### config.mk
export PLATFORM = sky130hd
export DESIGN_NAME = dbgpwr_regs
export DESIGN_NICKNAME = d
export VERILOG_FILES = /design/src/rtl/dbgpwr_pkg.sv /design/src/rtl/dbgpwr_ctrl.sv /design/src/rtl/dbgpwr_sticky.sv /design/src/rtl/dbgpwr_port.sv /design/src/rtl/dbgpwr_regs.sv
export SDC_FILE = /design/constraint.sdc
export NUM_CORES = 1
export LEC_CHECK = 0
export ABC_AREA = 1
export BUFFER_PORTS_ARGS = -buffer_cell sky130_fd_sc_hd__buf_2
export CAP_MARGIN = 20
export CELL_PAD_IN_SITES_DETAIL_PLACEMENT = 1
export CELL_PAD_IN_SITES_GLOBAL_PLACEMENT = 2
export CORE_MARGIN = 5
export CORE_UTILIZATION = 27
export DETAILED_ROUTE_END_ITERATION = 8
export PLACE_DENSITY_LB_ADDON = 0.1
export SETUP_SLACK_MARGIN = 0.05
export SLEW_MARGIN = 20
export SYNTH_ARGS = -nofsm -noshare
export SYNTH_HDL_FRONTEND = slang
export SYNTH_HIERARCHICAL = 1
export SYNTH_SLANG_ARGS = --single-unit
export TNS_END_PERCENT = 10
### constraint.sdc
create_clock -name clk -period 1.3 [get_ports clk]
set_input_delay 0.195 -clock clk [delete_from_list [all_inputs] [get_ports clk]]
set_output_delay 0.195 -clock clk [all_outputs]
set_load 0.02 [all_outputs]
### src/rtl/dbgpwr_pkg.sv
package dbgpwr_pkg;
    localparam int REG_W = 8;

    localparam int C_CORE_WAKE = 0;
    localparam int C_MEM_WAKE  = 1;
    localparam int C_DBG_WAKE  = 2;
    localparam int C_CORE_RST  = 4;
    localparam int C_DBG_RST   = 6;
    localparam int C_USE       = 7;

    localparam int S_CORE_ON   = 0;
    localparam int S_MEM_ON    = 1;
    localparam int S_DBG_ON    = 2;
    localparam int S_NEEDED    = 3;
    localparam int S_CORE_WAS  = 4;
    localparam int S_DBG_WAS   = 6;

    localparam logic [REG_W-1:0] CTRL_MASK =
        REG_W'((1 << C_CORE_WAKE) | (1 << C_MEM_WAKE) | (1 << C_DBG_WAKE) |
               (1 << C_CORE_RST) | (1 << C_DBG_RST) | (1 << C_USE));

    typedef struct packed {
        logic [REG_W-1:0] ctrl;
        logic             granted;
    } ctrl_state_t;

    typedef struct packed {
        logic core_was;
        logic dbg_was;
        logic core_rst_prev;
        logic dbg_rst_prev;
    } sticky_state_t;

    typedef struct packed {
        logic             rsp_valid;
        logic [REG_W-1:0] rdata;
        logic             acc_err;
    } port_state_t;
endpackage

### src/rtl/dbgpwr_ctrl.sv
module dbgpwr_ctrl
    import dbgpwr_pkg::*;
(
    input  logic             clk,
    input  logic             rst_n,
    input  logic             wr_en,
    input  logic [REG_W-1:0] wdata,
    input  logic             dbg_rst_in,
    output logic [REG_W-1:0] ctrl_o,
    output logic             granted_o
);
    ctrl_state_t st_d, st_q;
    logic dbg_hold;
    logic use_rise;

    always_comb begin
        st_d     = st_q;
        dbg_hold = dbg_rst_in | st_q.ctrl[C_DBG_RST];
        use_rise = wr_en & wdata[C_USE] & ~st_q.ctrl[C_USE];
        if (wr_en) begin
            st_d.ctrl = wdata & CTRL_MASK;
        end
        if (dbg_hold) begin
            st_d.granted = 1'b0;
        end else if (wr_en && !wdata[C_USE]) begin
            st_d.granted = 1'b0;
        end else if (use_rise && !wdata[C_DBG_RST]) begin
            st_d.granted = 1'b1;
        end
    end

    always_ff @(posedge clk or negedge rst_n) begin
        if (!rst_n) begin
            st_q <= '0;
        end else begin
            st_q <= st_d;
        end
    end

    assign ctrl_o    = st_q.ctrl;
    assign granted_o = st_q.granted;
endmodule

### src/rtl/dbgpwr_sticky.sv
module dbgpwr_sticky
    import dbgpwr_pkg::*;
(
    input  logic clk,
    input  logic rst_n,
    input  logic core_rst_eff,
    input  logic dbg_rst_eff,
    input  logic clr,
    output logic core_was_o,
    output logic dbg_was_o
);
    sticky_state_t st_d, st_q;

    always_comb begin
        st_d               = st_q;
        st_d.core_rst_prev = core_rst_eff;
        st_d.dbg_rst_prev  = dbg_rst_eff;
        if (clr) begin
            st_d.core_was = 1'b0;
            st_d.dbg_was  = 1'b0;
        end
        if (st_q.core_rst_prev && !core_rst_eff) begin
            st_d.core_was = 1'b1;
        end
        if (st_q.dbg_rst_prev && !dbg_rst_eff) begin
            st_d.dbg_was = 1'b1;
        end
    end

    always_ff @(posedge clk or negedge rst_n) begin
        if (!rst_n) begin
            st_q               <= '0;
            st_q.dbg_was       <= 1'b1;
        end else begin
            st_q <= st_d;
        end
    end

    assign core_was_o = st_q.core_was;
    assign dbg_was_o  = st_q.dbg_was;
endmodule

### src/rtl/dbgpwr_port.sv
module dbgpwr_port
    import dbgpwr_pkg::*;
(
    input  logic             clk,
    input  logic             rst_n,
    input  logic             rd_en,
    input  logic             rd_sel,
    input  logic [REG_W-1:0] ctrl_word,
    input  logic [REG_W-1:0] stat_word,
    input  logic             acc_valid,
    input  logic             granted,
    output logic             rsp_valid_o,
    output logic [REG_W-1:0] rdata_o,
    output logic             acc_err_o
);
    port_state_t st_d, st_q;

    always_comb begin
        st_d           = st_q;
        st_d.rsp_valid = rd_en;
        if (rd_en) begin
            st_d.rdata = rd_sel ? stat_word : ctrl_word;
        end
        st_d.acc_err = acc_valid & ~granted;
    end

    always_ff @(posedge clk or negedge rst_n) begin
        if (!rst_n) begin
            st_q <= '0;
        end else begin
            st_q <= st_d;
        end
    end

    assign rsp_valid_o = st_q.rsp_valid;
    assign rdata_o     = st_q.rdata;
    assign acc_err_o   = st_q.acc_err;
endmodule

### src/rtl/dbgpwr_regs.sv
module dbgpwr_regs
    import dbgpwr_pkg::*;
(
    input  logic             clk,
    input  logic             rst_n,
    input  logic             req_valid,
    input  logic             req_write,
    input  logic             req_sel,
    input  logic [REG_W-1:0] req_wdata,
    input  logic             req_clear,
    output logic             rsp_valid,
    output logic [REG_W-1:0] rsp_rdata,
    input  logic             dbg_acc_valid,
    output logic             dbg_acc_err,
    input  logic             core_rst_in,
    input  logic             dbg_rst_in,
    input  logic             core_dom_on,
    input  logic             mem_dom_on,
    input  logic             dbg_dom_on,
    input  logic             core_needed,
    output logic [REG_W-1:0] pwr_ctrl,
    output logic             access_granted
);
    logic             ctrl_wr;
    logic             rd_en;
    logic             stat_clr;
    logic             core_was;
    logic             dbg_was;
    logic [REG_W-1:0] stat_word;

    assign ctrl_wr  = req_valid & req_write & ~req_sel;
    assign rd_en    = req_valid & ~req_write;
    assign stat_clr = rd_en & req_sel & req_clear;

    dbgpwr_ctrl u_ctrl (
        .clk       (clk),
        .rst_n     (rst_n),
        .wr_en     (ctrl_wr),
        .wdata     (req_wdata),
        .dbg_rst_in(dbg_rst_in),
        .ctrl_o    (pwr_ctrl),
        .granted_o (access_granted)
    );

    dbgpwr_sticky u_sticky (
        .clk         (clk),
        .rst_n       (rst_n),
        .core_rst_eff(core_rst_in | pwr_ctrl[C_CORE_RST]),
        .dbg_rst_eff (dbg_rst_in | pwr_ctrl[C_DBG_RST]),
        .clr         (stat_clr),
        .core_was_o  (core_was),
        .dbg_was_o   (dbg_was)
    );

    always_comb begin
        stat_word             = '0;
        stat_word[S_CORE_ON]  = core_dom_on;
        stat_word[S_MEM_ON]   = mem_dom_on;
        stat_word[S_DBG_ON]   = dbg_dom_on;
        stat_word[S_NEEDED]   = core_needed;
        stat_word[S_CORE_WAS] = core_was;
        stat_word[S_DBG_WAS]  = dbg_was;
    end

    dbgpwr_port u_port (
        .clk        (clk),
        .rst_n      (rst_n),
        .rd_en      (rd_en),
        .rd_sel     (req_sel),
        .ctrl_word  (pwr_ctrl),
        .stat_word  (stat_word),
        .acc_valid  (dbg_acc_valid),
        .granted    (access_granted),
        .rsp_valid_o(rsp_valid),
        .rdata_o    (rsp_rdata),
        .acc_err_o  (dbg_acc_err)
    );
endmodule

Word-level counts from Yosys, hierarchy flattened --
Index checks and enable logic that the tools add are counted.
Word-level totals: bits in registers 21, input bits 21, word-level logic and storage cells 41
Cells by class: mux-type cells 7, bitwise logic cells 14, reductions and logical operators 11
Operators with widths (count):
- AND 1 bit | 8
- 2-to-1 mux 8 bit | 1
- 2-to-1 mux 1 bit | 5
- logical AND 1 bit | 4
- logical NOT 1 bit | 4
- NOT 1 bit | 4
- nonzero test 2 bit | 2
- nonzero test 3 bit | 1
- 2-to-1 mux 2 bit | 1
- OR 1 bit | 2

Logic depth before layout (Yosys ltp) --
Gate-level depths: netlist of the first run.
depth after elaboration 8, mapped depth 7, gate-level depth less buffers 6

Cells and area by module --
The synthesis of the first run kept the hierarchy.
Modules (own cells, without submodules):
- dbgpwr_port | times used 1, cells an instance 72, area each 516.7 µm²
- dbgpwr_ctrl | times used 1, cells an instance 36, area each 301.5 µm²
- dbgpwr_sticky | times used 1, cells an instance 13, area each 135.1 µm²
- dbgpwr_regs | times used 1, cells an instance 10, area each 42.5 µm²

Worst setup path before layout of the first run --
No wires, ideal clock.
path type input-to-reg, from input port req_valid, to register u_ctrl.st_q (netlist bit u_ctrl/granted_o), library setup time 0.119 ns, data arrival time 0.824 ns, path slack 0.357 ns, cell stages on the path 5, cell sequence nand2_1 -> nor2_1 -> inv_1 -> o21ai_2 -> a21oi_2
Between the ends: longest elaborated chain between the ends 6, elaborated cells between the ends (all ways) 9
RTL lines:
- start: declaration | RTL line dbgpwr_regs.sv:6 | input logic req_valid,
- AND 1 bit * (2 in a row) | RTL line dbgpwr_regs.sv:31 | assign ctrl_wr = req_valid & req_write & ~req_sel;
- via ctrl_wr | RTL line dbgpwr_regs.sv:24 | logic ctrl_wr;
- AND 1 bit (2 in a row) | RTL line dbgpwr_ctrl.sv:19 | use_rise = wr_en & wdata[C_USE] & ~st_q.ctrl[C_USE];
- logical AND 1 bit | RTL line dbgpwr_ctrl.sv:27 | end else if (use_rise && !wdata[C_DBG_RST]) begin
- nonzero test 3 bit (no source line)
- end signal: assignment | RTL line dbgpwr_ctrl.sv:36 | st_q <= st_d;
- end: declaration | RTL line dbgpwr_ctrl.sv:12 | ctrl_state_t st_d, st_q;
Mark *: on every way through the listed nets, which the timed path passes. The rest lies on a longest branch. A chain may end at the register's enable or synchronous reset.

Worst setup path in the final report of the first run --
from register u_ctrl.st_q (netlist bit u_ctrl/ctrl_o[7]), to output port pwr_ctrl[7]
RTL lines:
- end: declaration | RTL line dbgpwr_regs.sv:21 | output logic [REG_W-1:0] pwr_ctrl,
No word-level cell between the ends.

==> results.ini, run 1 <==
[timing]
whs_ps=137.8
rsz0062_at_grt=false
fmax_mhz=949.2
setup_viol=0
tns_ps=0
post-route-period-util=0.8104
finalWorstSetupSlack_ps=246.5
skew_ps=3.664
drv_slew=0
hold_viol_final=0
fin_crit_ps=1054

[placed_design]
placed_area_mm2=0.001235
routabilityCongestion=0.7283
dp_hpwl_um=1927
io_buffers=35
preCtsSetupSlack_ps=222.7

[clock_network]
cts_root_buf=clkbuf_8
path_clk_slew_ps=80
clock_path_buffers=2
tritoncts=yes
cts_made_buffers=3
cts_sinks=21
cts_setup_buffers=0
htreeDepth=1
insertion_delay_ps=260

[floorplan]
die_h_um=70.74
die_w_um=70.74
core-area_mm2=0.003606
ioPinCount=40
num_rows=22
start_util=0.2762
dieArea_mm2=0.005003

[worst_setup_path]
critPathLaunchType=register
cp.buffers_inverters=1
cp_data_arrival_time_ps=860
crit_required_ps=1110
worstSetupEndpointType=output port
critPathMaxFanout=4
critPathKind=register to output port
regToRegSetupSlack_ps=420
path_cells=buf_2
critPathSlowestCell=dfrtp_1
crit_family=flip-flops
max_stage_delay_ps=410

[power_and_ir_drop]
peakVddDrop_uv=442.8
power_density_mw_per_mm2=1260
finalPower_uw=1627
p_leak_uw=0.0007735

[synthesis]
synth_top_area_share=0.5025
ys_types=15
synth_warnings=6
avgSynthCellArea_um2=7.603
synth_flop_cell=dfrtp_1
yosys.area.top_type=dfrtp_1
ys_seq_elements=21
synthArstFlopShare=1.000
synth-edff-count=0
mappedNetlistArea_um2=996.0
synth.area.top_cells=dfrtp_1 50%, nand2_1 21%, inv_1 7.2%
postSynthCellCount=131
yosysSeqAreaShare=0.5289

[finish]
multi_input_area_um2=336.6
area_growth_pct=29.65
num-fill-cells=481
num-nets-final=195
final-seq-area_um2=526.8
drive_gt1_frac=0.3295
stdcell_area_mm2=0.001291
n_antenna_cell=0

[global_route]
grt_max_degree=22
grt_pass1_vias=959
grt_usage=0.1045
grt_pass1_wl_um=4291
antenna_found_initial=0
overflow=0

[route]
routedWlPerCell_um=10.92
viasPerCell=3.991
drt-total-wl_um=2413
antenna_left=0
dr.pass1.iters=4
drc=0
vias=882
drt_iter0_markers=28

[run]
max_cap_violations=0

[outcome]
status=finished clean

[min_path]
hold_class=input port to register

-- sequential cells by signal (all words and copies together), names as in the netlist --
name                 count
u_port/rdata_o           8
u_ctrl/ctrl_o            6
u_sticky/st_q            2
u_ctrl/granted_o         1
u_port/acc_err_o         1
u_port/rsp_valid_o       1
u_sticky/core_was_o      1
u_sticky/dbg_was_o       1
-- cell usage after synthesis (2+ instances only) --
master and n:
or2_1 2, inv_1 19, nor2_1 5, conb_1 2, dfrtp_1 20, buf_4 3
nand3_1 8, nand2_2 3, nand2_1 57, inv_2 7
-- kinds of logic (layout without fill, tap and decap cells) --
group                  count (synthesis)  after routing  synth area share
AOI/OAI and AO/OA                      2              2           0.01759
other                                  2              4          0.007540
DFF                                   21             21            0.5289
and+or+nand+nor                       75             75            0.3053
buffers and inverters                 31             71            0.1407
-- worst register-to-register path, stage by stage, from the launching register on --
cell and delay, ps:
dfrtp_1 420, or2_1 250, inv_1 50, nand2_1 40, nand2_1 50
-- power by group --
part	switching (uW)	total [uW]	internal, uW	leakage, uW
clock	211	424	213	0.0000255
combinational	257	400	144	0.000494
sequential	57.4	803	745	0.000254
-- layer usage --
metal	share of wire	global-route usage	up-vias
li1	-	-	454
met1	0.44	0.1295	406
met4	0.0070	0.03758	0
met5	0	0	-
met3	0.053	0.01989	2
met2	0.50	0.1802	20
-- repair_timing --
| item | CTS | global route |
|---|---|---|
| gates resized for setup | 0 | 0 |
| hold buffers | 1 | 0 |
| hold endpoints to repair | 20 | 0 |
-- layout by cell type (no fill, tap or decap), drive strengths merged --
cell type     n
nor2          5
dlygate4sd3   1
clkbuf        3
o21ai         1
nand2        60
dfrtp        20
buf          39
or2           2
conb          4
inv          27
nand3         8
a21oi         1
dfstp         1
clkinv        1
-- path summary, 6_finish.rpt --
| kind | from | to | cells past startpoint |
|---|---|---|---|
| setup / recovery | u_ctrl/ctrl_o[7]$_DFFE_PN0P_ | pwr_ctrl[7] | 1 |
| hold / removal | core_rst_in | u_sticky/st_q[1]$_DFF_PN0_ | 2 |
| setup reg to reg | u_ctrl/ctrl_o[4]$_DFFE_PN0P_ | u_sticky/core_was_o$_DFFE_PN0P_ | 4 |
| hold reg to reg | u_sticky/st_q[0]$_DFF_PN0_ | u_sticky/dbg_was_o$_DFFE_PN1P_ | 2 |
| max in group asynchronous | rst_n | u_sticky/dbg_was_o$_DFFE_PN1P_ | 2 |
| min in group asynchronous | rst_n | u_port/rdata_o[2]$_DFFE_PN0P_ | 2 |
-- through the flow --
step | std cells | util
after floorplan | 133 | -
after global placement | 216 | 0.3425
after detailed placement | 216 | 0.3425
after CTS | 221 | 0.3581
after global routing | 221 | 0.3581
final | 221 | 0.3581
-- area by class of cell --
cell class / instances / area share
flip-flops and latches: 21 / 0.4079
multi-input cells: 81 / 0.2607
inverters: 27 / 0.08236
repair buffers: 40 / 0.1667
clock buffers: 3 / 0.03198
well taps: 48 / 0.04651
clock inverters: 1 / 0.003876
(Power assumes the default switching activity.)
==> inputs of run 2 (changes only) <==
- CORE_UTILIZATION: 27 -> 25
- clock period: 1.3 -> 1.1 ns (I/O delays scaled with it)
==> run 2 against run 1 <==
Effect of this change: sequential share of layout area fell by 1.0 points; final cell count rose by 2.7%; via count rose by 1.0%; worst setup slack got worse by 180 ps; die area rose by 6.8%; sequential power rose by 18%; critical path type unchanged; largest cell class unchanged.
==> results.ini, run 2 (synthesized netlist as in run 1, its figures left out) <==
[finish]
n_antenna_cell=0  ; unchanged
num-nets-final=199  ; +2.1%
area_growth_pct=32.91
layout.cells.most_common=nand2_1
num-fill-cells=503  ; +4.6%
largest_reg_flops=8  ; unchanged
drive_gt1_frac=0.3446  ; +0.01515
final_util=0.3358  ; -0.02232
final_cell_mix=57 x nand2_1, 35 x buf_2, 20 x dfrtp_1
fin_cells=227  ; +2.7%

[timing]
finalWorstSetupSlack_ps=67.90  ; -178.6 ps
skew_ps=0.7681  ; -2.896 ps
post-route-period-util=0.9383
fmax_mhz=968.9
tightest_slew_ps=512.2
rsz0062_at_grt=true
slew_headroom=0.6585
drv_slew=0  ; unchanged
setup_viol=0  ; unchanged
hold_viol_final=0  ; unchanged
tns_ps=0  ; unchanged
whs_ps=95.66  ; -42.12 ps
fin_crit_ps=1032

[route]
drt-total-wl_um=2620  ; +8.6%
drt_iter0_markers=13  ; -54%
viasPerCell=3.925  ; -1.6%
antenna_left=0  ; unchanged
dr.pass1.iters=3  ; -1
drc=0  ; unchanged
routedWlPerCell_um=11.54  ; +5.7%
vias=891  ; +1.0%

[global_route]
antenna_found_initial=0  ; unchanged
grt_pass1_vias=965  ; +0.63%
overflow=0  ; unchanged
grt_pass1_wl_um=4478  ; +4.4%
grt_max_degree=22  ; unchanged
grt_usage=0.1089  ; +0.004371

[power_and_ir_drop]
comb_power_share=0.257  ; +0.011
clkPwrFrac=0.271  ; +0.010
p_leak_uw=0.0007936  ; +2.6%
power.switching_uw=669.7  ; +28%
power_density_mw_per_mm2=1512  ; +20%
switching_share=0.3347  ; +0.01206
seqPwrFrac=0.472  ; -0.021
peakVddDrop_uv=499.5  ; +13%
intPower_uw=1331  ; +21%

[worst_setup_path]
startpoint=u_ctrl/ctrl_o[6]$_DFFE_PN0P_
cp_data_arrival_time_ps=870  ; about the same
path_cells=buf_2
regToRegSetupSlack_ps=80  ; -340 ps
crit_path_end=pwr_ctrl[6]
crit_family=flip-flops
max_stage_delay_ps=420  ; about the same
critPathLaunchType=register
crit_required_ps=940  ; -170 ps
critPathMaxFanout=4  ; unchanged
r2r_start=u_ctrl/ctrl_o[6]$_DFFE_PN0P_
cp.depth=1  ; unchanged
reg2regPathDepth=5  ; +1
worstSetupEndpointType=output port
cp.buffers_inverters=1  ; unchanged
critPathSlowestCell=dfrtp_1
r2r_end=u_sticky/dbg_was_o$_DFFE_PN1P_
critPathKind=register to output port

[placed_design]
preCtsSetupSlack_ps=66.97  ; -155.7 ps
place_inst=218  ; +0.93%
dp_hpwl_um=1933  ; +0.33%
routabilityCongestion=0.7346  ; +0.87%
io_buffers=35  ; unchanged

[clock_network]
cts_made_buffers=3  ; unchanged
insertion_delay_ps=270  ; about the same
htreeDepth=1  ; unchanged
cts_root_buf=clkbuf_8
path_clk_slew_ps=90  ; about the same
cts_sinks=21  ; unchanged
tritoncts=yes
clock_path_buffers=2  ; unchanged

[run]
max_cap_violations=0  ; unchanged

[floorplan]
num_rows=23  ; +4.5%
die_w_um=73.12  ; +3.4%
start_util=0.2526  ; -0.02358
ioPinCount=40  ; unchanged
die_h_um=73.12  ; +3.4%
dieArea_mm2=0.005346  ; +6.8%
core-area_mm2=0.003943  ; +9.3%

[outcome]
status=finished clean

[min_path]
hold_class=input port to register

[run 2: changes by cell type in the layout (fill, tap and decap cells not counted)]
cell,change
buf_4,+4
[run 2: power by group through the flow]
stage,clock (uW),sequential [uW],combinational [uW]
after floorplan,0,1070,190
after global routing,584,962,580
final,541,945,514
after global placement,0,965,474
after CTS,562,951,498
after detailed placement,0,970,479
[run 2: per-layer routing]
metal | wire [um] | vias to the layer above | track usage
li1 | - | 460 | -
met1 | 1193 | 404 | 0.1424
met2 | 1245 | 22 | 0.1708
met3 | 131 | 5 | 0.02342
met4 | 49 | 0 | 0.04918
met5 | 0 | - | 0
[run 2: worst min-delay path by stage]
stage,slack [ps],depth (start not counted),endpoint,from
after CTS,90,3,u_port/acc_err_o$_DFF_PN0_,dbg_acc_valid
after detailed placement,170,1,u_port/rsp_valid_o$_DFF_PN0_,rst_n
final,100,3,u_ctrl/ctrl_o[4]$_DFFE_PN0P_,req_wdata[4]
after global placement,160,1,u_port/rdata_o[3]$_DFFE_PN0P_,rst_n
after global routing,100,3,u_ctrl/ctrl_o[4]$_DFFE_PN0P_,req_wdata[4]
after floorplan,-130,0,u_ctrl/ctrl_o[0]$_DFFE_PN0P_,rst_n
[run 2: layout make-up]
cell class / count / area [um2] / share of cell area
Sequential cell: 21 / 526.8 / 0.3979
Multi-Input combinational cell: 81 / 336.6 / 0.2543
Timing Repair Buffer: 44 / 245.2 / 0.1853
Inverter: 27 / 106.4 / 0.08034
Tap cell: 50 / 62.56 / 0.04726
Clock buffer: 3 / 41.29 / 0.03119
Clock inverter: 1 / 5.005 / 0.003781
[run 2: worst register-to-register path: stages, from the launching register on]
cell	delay [ps]
dfrtp_1	420
buf_4	150
or2_1	240
inv_1	60
nand2_1	40
nand2_1	50
[run 2: per-stage QoR]
stage / total power, uW / area [um2]
3_3_place_gp: 1439 / 1237
6_report: 2001 / 1324
4_1_cts: 2011 / 1301
3_5_place_dp: 1449 / 1237
5_1_grt: 2126 / 1324
2_1_floorplan: 1257 / 1003
[run 2: repair_timing]
item | CTS | global route
buffers inserted | 1 | 3
endpoints found under the setup margin | 4 | 3
endpoints found under the hold margin | 20 | 0
gates resized for setup | 0 | 0
hold buffers | 1 | 0
